[src/rtl/sa_mf_pkg.sv]
package sa_mf_pkg;
  localparam int NFIELD = 8;
  localparam int FW     = 8;
  localparam int IDX_W  = $clog2(NFIELD);

  typedef enum logic [IDX_W-1:0] {
    F_SI_AF  = 3'd0,
    F_SI_NAF = 3'd1,
    F_RA     = 3'd2,
    F_SA4    = 3'd3,
    F_SA5    = 3'd4,
    F_SA6    = 3'd5,
    F_SA7    = 3'd6,
    F_SA8    = 3'd7
  } field_e;

  typedef struct packed {
    logic   hit;
    field_e idx;
  } fsel_t;

  // Map a timeslot 0 bit index to its spare-bit field.
  function automatic fsel_t decode_pos(input logic nalign, input logic [2:0] pos);
    fsel_t s;
    s.hit = 1'b0;
    s.idx = F_SI_AF;
    if (pos == 3'd0) begin
      s.hit = 1'b1;
      s.idx = nalign ? F_SI_NAF : F_SI_AF;
    end else if (nalign && pos == 3'd2) begin
      s.hit = 1'b1;
      s.idx = F_RA;
    end else if (nalign && pos >= 3'd3) begin
      s.hit = 1'b1;
      s.idx = field_e'(pos);
    end
    return s;
  endfunction
endpackage

[src/rtl/sa_rx_collect.sv]
module sa_rx_collect
  import sa_mf_pkg::*;
(
  input  logic                      clk_i,
  input  logic                      rst_ni,
  input  logic                      vld_i,
  input  logic                      bit_i,
  input  logic                      nalign_i,
  input  logic [2:0]                pos_i,
  input  logic                      mf_i,
  output logic [NFIELD-1:0][FW-1:0] vis_o
);
  fsel_t                     sel;
  logic [NFIELD-1:0][FW-1:0] sh_q, sh_d;

  assign sel = decode_pos(nalign_i, pos_i);

  for (genvar g = 0; g < NFIELD; g++) begin : g_fld
    assign sh_d[g] = (vld_i && sel.hit && sel.idx == field_e'(g))
                   ? {sh_q[g][FW-2:0], bit_i} : sh_q[g];
  end

  always_ff @(posedge clk_i or negedge rst_ni) begin
    if (!rst_ni) begin
      sh_q  <= '0;
      vis_o <= '0;
    end else begin
      sh_q <= sh_d;
      if (mf_i) vis_o <= sh_d;
    end
  end

  assert_rx_hold_R3: assert property (@(posedge clk_i) disable iff (!rst_ni)
    !mf_i |=> $stable(vis_o));
  assert_rx_idle_R2: assert property (@(posedge clk_i) disable iff (!rst_ni)
    !vld_i |=> $stable(sh_q));
endmodule

[src/rtl/sa_tx_insert.sv]
module sa_tx_insert
  import sa_mf_pkg::*;
(
  input  logic                      clk_i,
  input  logic                      rst_ni,
  input  logic                      vld_i,
  input  logic                      bit_i,
  input  logic                      nalign_i,
  input  logic [2:0]                pos_i,
  input  logic                      mf_i,
  input  logic [NFIELD-1:0][FW-1:0] host_i,
  input  logic [NFIELD-1:0]         ena_i,
  output logic                      bit_o
);
  fsel_t                     sel;
  logic [NFIELD-1:0][FW-1:0] work_q;

  assign sel = decode_pos(nalign_i, pos_i);

  for (genvar g = 0; g < NFIELD; g++) begin : g_fld
    always_ff @(posedge clk_i or negedge rst_ni) begin
      if (!rst_ni)
        work_q[g] <= '1;
      else if (mf_i)
        work_q[g] <= host_i[g];
      else if (vld_i && sel.hit && sel.idx == field_e'(g))
        work_q[g] <= {work_q[g][FW-2:0], 1'b0};
    end
  end

  always_comb begin
    bit_o = bit_i;
    if (vld_i && sel.hit && ena_i[sel.idx]) bit_o = work_q[sel.idx][FW-1];
  end

  assert_tx_pass_R7: assert property (@(posedge clk_i) disable iff (!rst_ni)
    !vld_i |-> bit_o == bit_i);
  assert_tx_hold_R5: assert property (@(posedge clk_i) disable iff (!rst_ni)
    (!mf_i && !vld_i) |=> $stable(work_q));
endmodule

[src/rtl/sa_host_regs.sv]
module sa_host_regs
  import sa_mf_pkg::*;
#(
  parameter int ADDR_W = 5
) (
  input  logic                      clk_i,
  input  logic                      rst_ni,
  input  logic                      we_i,
  input  logic [ADDR_W-1:0]         addr_i,
  input  logic [FW-1:0]             wdata_i,
  input  logic [NFIELD-1:0][FW-1:0] rx_vis_i,
  input  logic                      rx_mf_i,
  input  logic                      tx_mf_i,
  output logic [FW-1:0]             rdata_o,
  output logic [NFIELD-1:0][FW-1:0] tx_host_o,
  output logic [NFIELD-1:0]         ena_o,
  output logic                      rx_flag_o,
  output logic                      tx_flag_o
);
  localparam int A_TX   = NFIELD;
  localparam int A_CTRL = 2 * NFIELD;
  localparam int A_STAT = 2 * NFIELD + 1;

  logic in_rx, in_tx, clr_rx, clr_tx;
  logic [IDX_W-1:0] sub;

  assign sub    = addr_i[IDX_W-1:0];
  assign in_rx  = addr_i < ADDR_W'(A_TX);
  assign in_tx  = !in_rx && addr_i < ADDR_W'(A_CTRL);
  assign clr_rx = we_i && addr_i == ADDR_W'(A_STAT) && wdata_i[0];
  assign clr_tx = we_i && addr_i == ADDR_W'(A_STAT) && wdata_i[1];

  always_ff @(posedge clk_i or negedge rst_ni) begin
    if (!rst_ni) begin
      tx_host_o <= '1;
      ena_o     <= '0;
      rx_flag_o <= 1'b0;
      tx_flag_o <= 1'b0;
    end else begin
      if (we_i && in_tx) tx_host_o[sub] <= wdata_i;
      if (we_i && addr_i == ADDR_W'(A_CTRL)) ena_o <= wdata_i[NFIELD-1:0];
      if (rx_mf_i)     rx_flag_o <= 1'b1;
      else if (clr_rx) rx_flag_o <= 1'b0;
      if (tx_mf_i)     tx_flag_o <= 1'b1;
      else if (clr_tx) tx_flag_o <= 1'b0;
    end
  end

  always_comb begin
    rdata_o = '0;
    if (in_rx)                           rdata_o = rx_vis_i[sub];
    else if (in_tx)                      rdata_o = tx_host_o[sub];
    else if (addr_i == ADDR_W'(A_CTRL))  rdata_o = FW'(ena_o);
    else if (addr_i == ADDR_W'(A_STAT))  rdata_o = FW'({tx_flag_o, rx_flag_o});
  end

  assert_rx_flag_set_R4: assert property (@(posedge clk_i) disable iff (!rst_ni)
    rx_mf_i |=> rx_flag_o);
  assert_tx_flag_set_R8: assert property (@(posedge clk_i) disable iff (!rst_ni)
    tx_mf_i |=> tx_flag_o);
  assert_rx_flag_sticky_R4: assert property (@(posedge clk_i) disable iff (!rst_ni)
    (rx_flag_o && !clr_rx) |=> rx_flag_o);
  assert_tx_flag_sticky_R8: assert property (@(posedge clk_i) disable iff (!rst_ni)
    (tx_flag_o && !clr_tx) |=> tx_flag_o);
endmodule

[src/rtl/sa_mf_collector.sv]
module sa_mf_collector
  import sa_mf_pkg::*;
#(
  parameter int FRAMES = 16,
  parameter int ADDR_W = 5,
  localparam int FRM_W = $clog2(FRAMES)
) (
  input  logic              clk_i,
  input  logic              rst_ni,
  input  logic              rx_bit_i,
  input  logic              rx_vld_i,
  input  logic [2:0]        rx_pos_i,
  input  logic [FRM_W-1:0]  rx_frm_i,
  input  logic              rx_mf_i,
  input  logic              tx_bit_i,
  input  logic              tx_vld_i,
  input  logic [2:0]        tx_pos_i,
  input  logic [FRM_W-1:0]  tx_frm_i,
  input  logic              tx_mf_i,
  output logic              tx_bit_o,
  input  logic              reg_we_i,
  input  logic [ADDR_W-1:0] reg_addr_i,
  input  logic [FW-1:0]     reg_wdata_i,
  output logic [FW-1:0]     reg_rdata_o,
  output logic              rx_mf_flag_o,
  output logic              tx_mf_flag_o
);
  logic [NFIELD-1:0][FW-1:0] rx_vis, tx_host;
  logic [NFIELD-1:0]         ena;

  sa_rx_collect u_rx (
    .clk_i    (clk_i),
    .rst_ni   (rst_ni),
    .vld_i    (rx_vld_i),
    .bit_i    (rx_bit_i),
    .nalign_i (rx_frm_i[0]),
    .pos_i    (rx_pos_i),
    .mf_i     (rx_mf_i),
    .vis_o    (rx_vis)
  );

  sa_tx_insert u_tx (
    .clk_i    (clk_i),
    .rst_ni   (rst_ni),
    .vld_i    (tx_vld_i),
    .bit_i    (tx_bit_i),
    .nalign_i (tx_frm_i[0]),
    .pos_i    (tx_pos_i),
    .mf_i     (tx_mf_i),
    .host_i   (tx_host),
    .ena_i    (ena),
    .bit_o    (tx_bit_o)
  );

  sa_host_regs #(.ADDR_W(ADDR_W)) u_regs (
    .clk_i     (clk_i),
    .rst_ni    (rst_ni),
    .we_i      (reg_we_i),
    .addr_i    (reg_addr_i),
    .wdata_i   (reg_wdata_i),
    .rx_vis_i  (rx_vis),
    .rx_mf_i   (rx_mf_i),
    .tx_mf_i   (tx_mf_i),
    .rdata_o   (reg_rdata_o),
    .tx_host_o (tx_host),
    .ena_o     (ena),
    .rx_flag_o (rx_mf_flag_o),
    .tx_flag_o (tx_mf_flag_o)
  );

  // Boundary strobes belong to the last frame of the multiframe.
  assert_rx_mf_frame_R3: assert property (@(posedge clk_i) disable iff (!rst_ni)
    rx_mf_i |-> rx_frm_i == FRM_W'(FRAMES - 1));
  assert_tx_mf_frame_R5: assert property (@(posedge clk_i) disable iff (!rst_ni)
    tx_mf_i |-> tx_frm_i == FRM_W'(FRAMES - 1));
endmodule

[config.mk]
export PLATFORM = sky130hd
export DESIGN_NAME = sa_mf_collector
export DESIGN_NICKNAME = d
export VERILOG_FILES = /design/src/rtl/sa_mf_pkg.sv /design/src/rtl/sa_rx_collect.sv /design/src/rtl/sa_tx_insert.sv /design/src/rtl/sa_host_regs.sv /design/src/rtl/sa_mf_collector.sv
export SDC_FILE = /design/constraint.sdc
export NUM_CORES = 1
export LEC_CHECK = 0
export BUFFER_PORTS_ARGS = -buffer_cell sky130_fd_sc_hd__buf_2
export CORE_MARGIN = 2
export CORE_UTILIZATION = 55
export CTS_CLUSTER_SIZE = 24
export DETAILED_ROUTE_END_ITERATION = 12
export PLACE_DENSITY = 0.73
export SLEW_MARGIN = 0
export SYNTH_ARGS = -nofsm -noshare
export SYNTH_HDL_FRONTEND = slang
export SYNTH_SLANG_ARGS = --single-unit
[constraint.sdc]
create_clock -name clk_i -period 1.45 [get_ports clk_i]
set_input_delay 0.0725 -clock clk_i [delete_from_list [all_inputs] [get_ports clk_i]]
set_output_delay 0.0725 -clock clk_i [all_outputs]
set_load 0.05 [all_outputs]
=== After elaboration in Yosys (flattened, before gate mapping) ===
Index checks and enable logic that the tools add are counted.

* $lt $le $gt $ge: 7
* Equality and inequality tests: 18
* Muxes and demuxes: 52
* Reductions and logical operators: 45

{| class="wikitable"
|+ Operators by type and width
! kind !! number
|-
| $mux W8 || 31
|-
| $bmux W8 S3 || 3
|-
| $bwmux W64 || 1
|-
| $logic_and A1 B1 Y1 || 30
|-
| $demux W8 S3 || 1
|-
| $eq A3 B3 Y1 const B || 8
|-
| $mux W4 || 6
|-
| $reduce_bool A2 Y1 || 10
|-
| $eq A3 B2 Y1 const B || 6
|-
| $logic_not A3 Y1 || 4
|-
| $eq A5 B5 Y1 const B || 2
|-
| $lt A3 B4 Y1 const B || 2
|-
| $mux W1 || 8
|-
| $eq A3 B1 Y1 const B || 2
|-
| $ge A3 B2 Y1 const B || 2
|-
| $lt A5 B4 Y1 const B || 1
|-
| $lt A5 B5 Y1 const B || 1
|-
| $bmux W1 S3 || 1
|-
| $ge A3 B1 Y1 const B || 1
|-
| $mux W2 || 1
|-
| $logic_not A1 Y1 || 1
|}

* Flip-flop bits (word level): 266
* Bits of input ports: 36
* Output and inout bits: 11
* Word-level logic and storage cells: 157

=== Logic depth before layout (Yosys ltp) ===
Gate-level depths: netlist (run 1).

* Word-level depth: 9
* Mapped depth: 7
* Mapped depth without buffers: 5

=== By module ===
A second synthesis (run 1) with hierarchy kept.

* Cells, all modules: 1150
* Area total of the unflattened synthesis: 12645.9 um^2

{| class="wikitable"
|+ By module, submodules not included
! module !! times used !! cells an instance !! area an instance (um^2) !! seq. area each (um^2)
|-
| sa_rx_collect || 1 || 540 || 5290.1 || 3203.1
|-
| sa_host_regs || 1 || 295 || 4106.4 || 1931.9
|-
| sa_tx_insert || 1 || 315 || 3249.4 || 1681.6
|}

=== Worst setup path after synthesis (run 1) ===
Ideal clock, no wire load.

* Path kind: in2out
* From: in reg_addr_i[0]
* To: out reg_rdata_o[0]
* Arrival time: 1.890 ns
* Data required time: 1.378 ns
* Slack: -0.512 ns
* Stages: 7
* Path buffers: 2
* Path through: buf_2 -> buf_2 -> mux4_2 -> mux2i_1 -> nor2_1 -> a21oi_1 -> o21ai_0

* Longest elaborated chain between the ends: 5
* Elaborated cells on any way between the ends: 14
* Classes of those cells: order compare (2); eq/ne (2); mux (8); reduce/logical (2)

{| class="wikitable"
|+ RTL lines
! what !! RTL line !! source
|-
| start, declared || sa_mf_collector.sv:22 || <nowiki>input logic [ADDR_W-1:0] reg_addr_i,</nowiki>
|-
| $lt A5 B4 Y1 / $eq A5 B5 Y1 (equally long branches) || sa_host_regs.sv:28, sa_host_regs.sv:54 ||
|-
| $logic_not A1 Y1 / $mux W2 (equally long branches) || sa_host_regs.sv:29, sa_host_regs.sv:54 ||
|-
| $logic_and A1 B1 Y1 / $mux W8 (equally long branches) || sa_host_regs.sv:29, sa_host_regs.sv:53 ||
|-
| $mux W8 || sa_host_regs.sv:52 || <nowiki>else if (in_tx) rdata_o = tx_host_o[sub];</nowiki>
|-
| $mux W8 * || sa_host_regs.sv:51 || <nowiki>if (in_rx) rdata_o = rx_vis_i[sub];</nowiki>
|-
| end, declared || sa_mf_collector.sv:24 || <nowiki>output logic [FW-1:0] reg_rdata_o,</nowiki>
|}

Every way passes the cells marked *; elsewhere a longest branch is shown, timed or not. The select of a mux whose other input is x is not followed.

=== Worst setup path in the final report (run 1) ===
* From: reg u_rx.vis_o[62] (netlist name)
* To: out reg_rdata_o[6]

* Longest elaborated chain between the ends: 3

{| class="wikitable"
|+ RTL lines
! what !! RTL line !! source
|-
| start, declared || sa_rx_collect.sv:11 || <nowiki>output logic [NFIELD-1:0][FW-1:0] vis_o</nowiki>
|-
| start signal, assigned || sa_rx_collect.sv:26 || <nowiki>vis_o <= '0;</nowiki>
|-
| start signal, assigned || sa_rx_collect.sv:29 || <nowiki>if (mf_i) vis_o <= sh_d;</nowiki>
|-
| $bmux W8 S3 || sa_host_regs.sv:51 ||
|-
| $mux W8 (implied by the code) || sa_host_regs.sv:51 ||
|-
| $mux W8 || sa_host_regs.sv:51 ||
|}

Every way passes these cells. The select of a mux whose other input is x is not followed.

==> out/metrics.csv, run 1 <==
metric,value,unit
DRC viols,0,
syn_area_per_cell,13.98,um^2
RSZ-0062 raised after global routing,true,
Syn Std Cell Area,12170,um^2
Metal-1 WL,12750,um
R2R Path Start,u_rx.sh_q[30]$_DFF_PN0_,
Post-synth ARST share,100.0,%
grt ovf,0,
ant diodes,0,
CP Buf/Inv Count,1,
CP peak stage delay,0.51,ns
worst slew pin tran,0.4407,ns
die area,23330,um^2
Syn Inst Count,870,
H-Tree Depth,1,
"Hold Violations, Final",0,
WL met2,12060,um
Worst-path clk slew,0.06,ns
Synth Register Bits,266,
Area Overhead vs Synth,24.87,%
largest net degree at the start of global routing,66,
port bufs,40,
violated checks,setup timing,
initial DRC count,433,
minimum clock period,2.145,ns
max-capacitance violation count,0,
DRT Wirelength,26750,um
CTS tree,yes,
cell family with most CP delay,multiplexers,
number of global-route vias before repair,7871,
Die X,152.7,um
chip height,152.7,um
num rows,54,
status,"complete, but fails checks",
Setup Skew,0.008940,ns
via count,7581,
CP Class,register to output port,
drt wl/cell,19.64,um
Final ANT Viol Nets,0,
final setup fails,9,
syn nets,906,
Tcrit/Tclk final,148.0,%
Pwr Total,20420,uW
CTS Buf Count,28,
Leakage,0.006820,uW
Netlist cell types,42,
Top Layer Used,met4,
fmax,466.1,MHz
number of enable flip-flop cells after synthesis,0,
Vias/cell,5.566,
Hold Crit Class,primary input to asynchronous set/reset pin,
routability cong.,0.9152,
Power Density,1344,nW/um^2
Startpoint Class,register,
setup ws final,-0.6953,ns
first-pass detailed-route iteration total,4,
clk_lat worst skew,0.54,ns
"Seq/Total Area, Yosys",56.03,%
initial antenna violation count,0,
Num Clock Sinks,266,
GRT Total Usage,23.58,%
fill cell count,1508,
Max VDD drop,0.7818,mV
layout cells sized above 1,57.02,%
Yosys warnings,0,
Ports,47,
Core ar.,21760,um^2
initial core utilization,55.92,%
met3 wire len,1424,um
Worst Path Arrival,2.07,ns
CP Capture Type,output port,
Critical Path RT,1.38,ns
Critical Path Source,u_rx.vis_o[62]$_DFFE_PN0P_,
Rel. slew slack,70.62,%
"Max stage delay cell, worst path",mux4_2,
# nets final,1098,
crit-path cells,"mux4_2, mux2i_1, nand2_1, and3_4, buf_6",
final slew viol count,0,
Longest Clk Path Bufs,3,
Crit Path Max Fanout,2,
fin util,69.83,%
ys flop type,dfrtp_1,
first-pass GRT wire length,43990,um
clock root cell,clkbuf_16,
Final HPWL DP,19230,um
-- registers in the layout, indices dropped and copies added (netlist names) --
| name | cells |
|---|---|
| u_regs.ena_o | 8 |
| u_regs.rx_flag_o | 1 |
| u_regs.tx_flag_o | 1 |
| u_regs.tx_host_o | 64 |
| u_rx.sh_q | 64 |
| u_rx.vis_o | 64 |
| u_tx.work_q | 64 |
-- what timing repair did --
item                                    in CTS  in global routing
resized for setup                           26                  1
hold buffers                                11                  0
pin swaps                                    7                  7
buffers inserted                             2                  1
endpoints found under the hold margin      237                  0
endpoints found under the setup margin       9                  9
-- synth_stat cells (6+ instances only) --
cell type	number	share of area, %
mux2_2	163	15
dfrtp_1	138	28
dfstp_2	128	28
nand2_1	94	2.9
o21ai_0	75	3.1
mux2i_1	74	6.1
mux2_4	32	3.9
mux4_2	32	5.9
clkbuf_1	23	0.71
buf_2	11	0.45
nand2b_1	10	0.51
nor2_1	9	0.28
nor2_2	9	0.46
and3_1	8	0.41
mux2_1	8	0.74
buf_1	7	0.22
inv_1	6	0.19
-- cells by family after synthesis --
group / after synthesis / share of synthesized area (%)
AOI/OAI and AO/OA: 87 / 3.805
xor gates and xnor gates: 1 / 0.07200
buffers and inverters: 51 / 1.872
DFF: 266 / 56.03
muxes: 309 / 31.79
and+or+nand+nor: 156 / 6.438
-- area by class of cell --
| cell class | instances | area [um^2] | share of cell area [%] |
|---|---|---|---|
| flip-flops and latches | 266 | 6817 | 44.87 |
| clock buffers | 44 | 820.8 | 5.403 |
| inverters | 6 | 22.52 | 0.1482 |
| clock inverters | 6 | 91.34 | 0.6012 |
| multi-input cells | 553 | 5211 | 34.30 |
| repair buffers | 207 | 1879 | 12.37 |
| well taps | 280 | 350.3 | 2.306 |
-- layer usage --
layer | up-vias | track usage, %
met2 | 149 | 35.53
met4 | 0 | 5.423
met3 | 39 | 4.920
met5 | - | 0
met1 | 3863 | 35.61
li1 | 3530 | -
-- worst paths after layout --
check / to / slack, ns / cells past startpoint
worst max-delay path: reg_rdata_o[6] / -0.70 / 5
worst min-delay path: u_rx.sh_q[11]$_DFF_PN0_ / 0.03 / 2
worst max register to register: u_rx.vis_o[31]$_DFFE_PN0P_ / 0.39 / 2
worst min register to register: u_tx.work_q[8]$_DFFE_PN1P_ / 0.48 / 2
max in group asynchronous: u_rx.sh_q[62]$_DFF_PN0_ / 0.77 / 3
min in group clk_i: u_regs.tx_flag_o$_DFFE_PN0P_ / 0.13 / 6
-- layout by cell type, fill, tap and decap left out, types with 2 or more instances in the layout --
cell type / count
buf_8: 2
a21o_1: 2
nand3b_1: 4
nand3_1: 2
dfstp_2: 128
buf_4: 131
clkbuf_16: 28
mux4_2: 32
nor3b_1: 3
o21ai_4: 2
and3_4: 6
buf_6: 8
or3_1: 3
nor2_2: 9
dlygate4sd3_1: 11
nand2_1: 94
buf_12: 26
nor3b_4: 3
mux2_4: 35
dfrtp_1: 138
mux2i_1: 74
nand2b_1: 10
mux2_2: 160
buf_2: 29
and3_1: 2
o21ai_0: 72
inv_1: 6
nor2_1: 9
nor2b_1: 4
bufinv_16: 2
clkinv_2: 3
mux2_1: 8
clkbuf_8: 6
clkbuf_1: 10
-- where the power goes --
| group | total (uW) | internal, uW | switching (uW) | leakage, uW |
|---|---|---|---|---|
| logic | 3510 | 2040 | 1470 | 0.00318 |
| clock network | 7100 | 4220 | 2880 | 0.000447 |
| registers | 9810 | 9060 | 751 | 0.00319 |
-- per-stage QoR --
stage	instances	area [um^2]	worst slack (ns)	hold WS (ns)	TNS (ns)
after floorplan	870	12260	-0.01153	-0.2231	-0.01153
final	1362	15190	-0.6953	0.02797	-5.912
after detailed placement	1298	14060	-0.3429	0.01796	-20.23
after CTS	1361	15180	-0.7162	0.03807	-6.014
after global placement	1298	14060	-0.2993	0.01450	-19.04
after global routing	1362	15190	-0.7799	0.06504	-6.492
No activity file was read; power rests on OpenSTA's default activity.
==> run 2: changes to the inputs <==
--- a/config.mk
+++ b/config.mk
@@ -11,6 +11,7 @@
 export CTS_CLUSTER_SIZE = 24
 export DETAILED_ROUTE_END_ITERATION = 12
 export PLACE_DENSITY = 0.73
+export RECOVER_POWER = 50
 export SLEW_MARGIN = 0
 export SYNTH_ARGS = -nofsm -noshare
 export SYNTH_HDL_FRONTEND = slang
==> run 2 against run 1 <==
  * The run still ends with setup timing left
  * Final cell count unchanged
  * Via count up 0.34%
  * Routed wire length increased by 0.15%
  * Clock power barely moved
  * Sequential power about the same
  * Hold slack improved by 0.099 ns
  * Sequential share of layout area increased by 0.089 points
  * Sequential cell count unchanged
  * Register-to-register slack lost 0.02 ns
  * Largest cell class unchanged
==> out/metrics.csv, run 2 (synthesis gave the netlist of run 1 again) <==
metric,value,unit,change
ant diodes,0,,unchanged
Num Clock Sinks,266,,unchanged
Final HPWL DP,19230,um,unchanged
R2R Path Start,u_rx.sh_q[37]$_DFF_PN0_,,
most frequent cells in the layout,"mux2_2, dfrtp_1, buf_4, dfstp_2, nand2_1",,
final slew viol count,0,,unchanged
met2 Usage GRT,35.53,%,unchanged
Setup Skew,0.008979,ns,+0.00003847 ns
Worst Path Arrival,2.09,ns,+0.02 ns
Placed Cells,1298,,unchanged
Startpoint Class,register,,
fmax,463.4,MHz,-0.58%
setup ws final,-0.7078,ns,-0.01252 ns
Core ar.,21760,um^2,unchanged
Final ANT Viol Nets,0,,unchanged
Leakage,0.006806,uW,-0.20%
clk_lat worst skew,0.54,ns,about the same
fill cell count,1513,,+0.33%
Ports,47,,unchanged
first-pass GRT wire length,43990,um,unchanged
"Hold Violations, Final",0,,unchanged
H-Tree Depth,1,,unchanged
drt wl/cell,19.67,um,+0.15%
Register Area,6817,um^2,unchanged
M1 GR Usage,35.61,%,unchanged
# nets final,1098,,unchanged
DRC viols,0,,unchanged
first-pass detailed-route iteration total,5,,+1
Critical Path RT,1.38,ns,about the same
layout cells sized above 1,56.47,%,-0.55 points
number of global-route vias before repair,7871,,unchanged
CP Buf/Inv Count,1,,unchanged
Max VDD drop,0.7824,mV,about the same
crit-path cells,"mux4_2, mux2i_1, nand2_1, and3_4, buf_6",,
fin area,15160,um^2,-0.20%
CP peak stage delay,0.52,ns,about the same
Area Overhead vs Synth,24.62,%,
violated checks,setup timing,,
Worst-path clk slew,0.06,ns,about the same
Hold Startpoint,reg_we_i,,
grt ovf,0,,unchanged
Critical Path Source,u_rx.vis_o[62]$_DFFE_PN0P_,,
GRT Total Usage,23.58,%,unchanged
DRT Wirelength,26790,um,+0.15%
max-capacitance violation count,0,,unchanged
R2R Setup Slk,0.37,ns,-0.02 ns
CTS tree,yes,,
CP Capture Type,output port,,
"commonest non-fill, non-tap cell in the layout",mux2_2,,
routability cong.,0.9152,,unchanged
initial core utilization,55.92,%,unchanged
chip height,152.7,um,unchanged
Setup TNS,-5.943,ns,-0.03132 ns
largest net degree at the start of global routing,66,,unchanged
fin util,69.69,%,-0.14 points
"Max stage delay cell, worst path",mux4_2,,
Tcrit/Tclk final,148.8,%,+0.86 points
cell family with most CP delay,multiplexers,,
initial antenna violation count,0,,unchanged
Rel. slew slack,8.817,%,-62 points
final setup fails,9,,unchanged
initial DRC count,460,,+6.2%
status,"complete, but fails checks",,
Finished Layout Cells,1362,,unchanged
via count,7607,,+0.34%
Longest Clk Path Bufs,3,,unchanged
Die X,152.7,um,unchanged
Vias/cell,5.585,,+0.34%
RSZ-0062 raised after global routing,true,,
"Cell Area, Placed",14060,um^2,unchanged
busiest grt layer,met1,,
Hold Crit Class,primary input to register,,
Power Density,1346,nW/um^2,+0.14%
Crit Path Max Fanout,2,,unchanged
clock root cell,clkbuf_16,,
CP Class,register to output port,,
area of the multi-input gates,5204,um^2,-0.14%
num rows,54,,unchanged
port bufs,40,,unchanged
Pwr Total,20410,uW,about the same
CTS Buf Count,28,,unchanged
minimum clock period,2.158,ns,+0.01252 ns
die area,23330,um^2,unchanged
worst slew pin tran,1.368,ns,+0.9271 ns
met3 GRT Util,4.920,%,unchanged
[run 2: metrics by stage]
step	hold WS, ns	setup slack, ns
2_1_floorplan	-0.2231	-0.01153
3_3_place_gp	0.01450	-0.2993
3_5_place_dp	0.01796	-0.3429
4_1_cts	0.03807	-0.7162
5_1_grt	0.1201	-0.7799
6_report	0.1271	-0.7078
[run 2: report_power, final]
group | switching, uW | internal [uW] | total (uW)
Sequential | 754 | 9060 | 9820
Clock | 2870 | 4220 | 7090
Combinational | 1470 | 2030 | 3500
Total | 5100 | 15300 | 20400
[run 2: final cells by class]
cell class | count | area share (%)
timing repair buffer | 207 | 12.25
clock inverter | 6 | 0.6024
tap | 280 | 2.311
clock buffer | 44 | 5.413
sequential | 266 | 44.96
multi-input combinational | 553 | 34.32
inverter | 6 | 0.1485
[run 2: per-layer routing]
layer	up-vias	part of all wire (%)	wire length, um
met1	3870	48	12810
met3	38	5.2	1388
met2	165	45	12080
met4	0	1.9	512
met5	-	0	0
li1	3534	-	-
[run 2: path summary, 6_finish.rpt]
path	to	cells past startpoint
min in group asynchronous	u_rx.sh_q[11]$_DFF_PN0_	2
hold reg to reg	u_rx.sh_q[7]$_DFF_PN0_	1
setup / recovery	reg_rdata_o[6]	5
setup reg to reg	u_rx.vis_o[37]$_DFFE_PN0P_	2
max in group asynchronous	u_rx.sh_q[62]$_DFF_PN0_	3
hold / removal	u_regs.tx_flag_o$_DFFE_PN0P_	6
[run 2: what timing repair did]
item,CTS,global route
setup endpoints to repair,9,9
endpoints found under the hold margin,237,0
pin swaps,7,7
buffers inserted,2,1
hold buffers,11,0
resized for setup,26,1
cloned,0,0
[run 2: tightest hold or removal path: cells and delay by family]
| kind | cells | cell delay [ns] |
|---|---|---|
| AO/OA/AOI/OAI | 1 | 0.11 |
| buffers and inverters | 2 | 0.24 |
| AND/OR/NAND/NOR | 3 | 0.22 |
==> run 3: changes to the inputs <==
--- a/config.mk
+++ b/config.mk
@@ -8,6 +8,7 @@
 export BUFFER_PORTS_ARGS = -buffer_cell sky130_fd_sc_hd__buf_2
 export CORE_MARGIN = 2
 export CORE_UTILIZATION = 55
+export CTS_BUF_LIST = sky130_fd_sc_hd__clkbuf_4
 export CTS_CLUSTER_SIZE = 24
 export DETAILED_ROUTE_END_ITERATION = 12
 export PLACE_DENSITY = 0.73
==> run 3 against run 2 <==
  * The run still ends with setup timing left
  * Total power decreased by 0.20%
  * Critical path depth unchanged
  * Clock-buffer cell count increased by 68
  * Register-to-register slack got worse by 0.02 ns
  * Largest cell class unchanged
  * Highest routed layer unchanged
==> out/metrics.csv, run 3 (synthesis gave the netlist of run 1 again) <==
metric,value,unit,change
Longest Clk Path Bufs,3,,unchanged
Critical Path RT,1.38,ns,about the same
Power Density,1341,nW/um^2,-0.40%
status,"complete, but fails checks",,
DRC viols,0,,unchanged
initial antenna violation count,1,,+1
fill cell count,1539,,+1.7%
"Max stage delay cell, worst path",mux4_2,,
fmax,437.7,MHz,-5.5%
pre-CTS WS,-0.3429,ns,unchanged
CP Class,register to output port,,
CTS Buf Count,72,,+160%
Core ar.,21760,um^2,unchanged
number of global-route vias before repair,8310,,+5.6%
minimum clock period,2.285,ns,+0.1268 ns
num rows,54,,unchanged
worst hold margin,0.05154,ns,-0.07554 ns
GRT Total Usage,24.09,%,+0.50 points
via count,7875,,+3.5%
Worst Path Arrival,2.21,ns,+0.12 ns
Hold Crit Class,primary input to register,,
clk_lat worst skew,0.66,ns,+0.12 ns
routability cong.,0.9152,,unchanged
crit-path cells,"mux4_2, mux2i_1, nand2_1, and3_4, buf_6",,
setup ws final,-0.8346,ns,-0.1268 ns
Crit Path Max Fanout,2,,unchanged
first-pass detailed-route iteration total,5,,unchanged
initial DRC count,342,,-26%
final slew viol count,0,,unchanged
Setup TNS,-12.81,ns,-6.871 ns
Vias/cell,5.416,,-3.0%
die area,23330,um^2,unchanged
Setup Skew,0.02970,ns,+0.02072 ns
grt ovf,0,,unchanged
Startpoint Class,register,,
RSZ-0062 raised after global routing,true,,
final setup fails,59,,+50
port bufs,40,,unchanged
Tcrit/Tclk final,157.6,%,+8.7 points
Final ANT Viol Nets,0,,unchanged
initial core utilization,55.92,%,unchanged
CP Capture Type,output port,,
area of the multi-input gates,5191,um^2,-0.24%
Rel. slew slack,44.90,%,+36 points
# nets final,1152,,+4.9%
Ports,47,,unchanged
first-pass GRT wire length,44530,um,+1.2%
Num Clock Sinks,266,,unchanged
Worst-path clk slew,0.06,ns,about the same
H-Tree Depth,3,,+2
Finished Layout Cells,1454,,+6.8%
Register Area,6817,um^2,unchanged
max-capacitance violation count,0,,unchanged
CTS tree,yes,,
"commonest non-fill, non-tap cell in the layout",mux2_2,,
Area Overhead vs Synth,24.87,%,
Placed Cells,1298,,unchanged
clock root cell,clkbuf_4,,
"Hold Violations, Final",0,,unchanged
worst slew pin tran,0.8265,ns,-0.5412 ns
fin util,69.83,%,+0.14 points
drt wl/cell,18.57,um,-5.6%
DRT Wirelength,27010,um,+0.80%
Final HPWL DP,19230,um,unchanged
Max VDD drop,0.6647,mV,-15%
most frequent cells in the layout,"mux2_2, dfrtp_1, dfstp_2, buf_4, clkbuf_4",,
Leakage,0.006943,uW,+2.0%
Die X,152.7,um,unchanged
CP peak stage delay,0.50,ns,-0.02 ns
largest net degree at the start of global routing,66,,unchanged
chip height,152.7,um,unchanged
layout cells sized above 1,56.61,%,+0.14 points
violated checks,setup timing,,
run 3: where the power goes:
group / switching [uW] / leakage [uW] / internal, uW
sequential: 747 / 0.00319 / 9060
clock: 3050 / 0.000589 / 4050
combinational: 1460 / 0.00316 / 2000
run 3: per-layer routing:
layer,GRT usage [%],vias to the layer above,routed length [um]
li1,-,3694,-
met1,34.80,3935,12600
met2,35.02,195,11960
met3,6.286,51,1714
met4,9.788,0,730
met5,0,-,0
run 3: area by class of cell:
| class | instances | area share, % |
|---|---|---|
| flip-flops and latches | 266 | 44.87 |
| multi-input cells | 553 | 34.17 |
| repair buffers | 217 | 11.93 |
| clock inverters | 19 | 1.021 |
| well taps | 280 | 2.306 |
| diodes | 1 | 0.01647 |
| inverters | 6 | 0.1482 |
| clock buffers | 112 | 5.534 |
run 3: path summary, 6_finish.rpt:
| path | start | to | slack, ns | depth (start not counted) |
|---|---|---|---|---|
| hold / removal | rx_pos_i[2] | u_rx.sh_q[42]$_DFF_PN0_ | 0.05 | 5 |
| min in group asynchronous | rst_ni | u_rx.sh_q[11]$_DFF_PN0_ | 0.57 | 3 |
| setup / recovery | u_rx.vis_o[38]$_DFFE_PN0P_ | reg_rdata_o[6] | -0.83 | 5 |
| hold reg to reg | u_rx.sh_q[7]$_DFF_PN0_ | u_rx.sh_q[7]$_DFF_PN0_ | 0.48 | 1 |
| setup reg to reg | u_rx.sh_q[60]$_DFF_PN0_ | u_rx.vis_o[61]$_DFFE_PN0P_ | 0.35 | 2 |
| max in group asynchronous | rst_ni | u_tx.work_q[18]$_DFFE_PN1P_ | 0.06 | 4 |
run 3: what timing repair did:
item	CTS	global route
endpoints found under the hold margin	397	0
endpoints found under the setup margin	11	10
pin swaps	7	8
setup buffers	2	4
hold buffers	18	0
resized for setup	29	5
run 3: critical path: cells and delay by family (launching register included):
| kind | cells | cell delay (ns) |
|---|---|---|
| multiplexers | 2 | 0.66 |
| AND/OR/NAND/NOR | 2 | 0.32 |
| flip-flops | 1 | 0.41 |
| buffers and inverters | 1 | 0.15 |
run 3: metrics by stage:
step,power (uW),area [um^2]
after CTS,20630,15340
after floorplan,11610,12260
after detailed placement,13290,14060
final,20370,15190
after global placement,13160,14060
after global routing,21480,15190
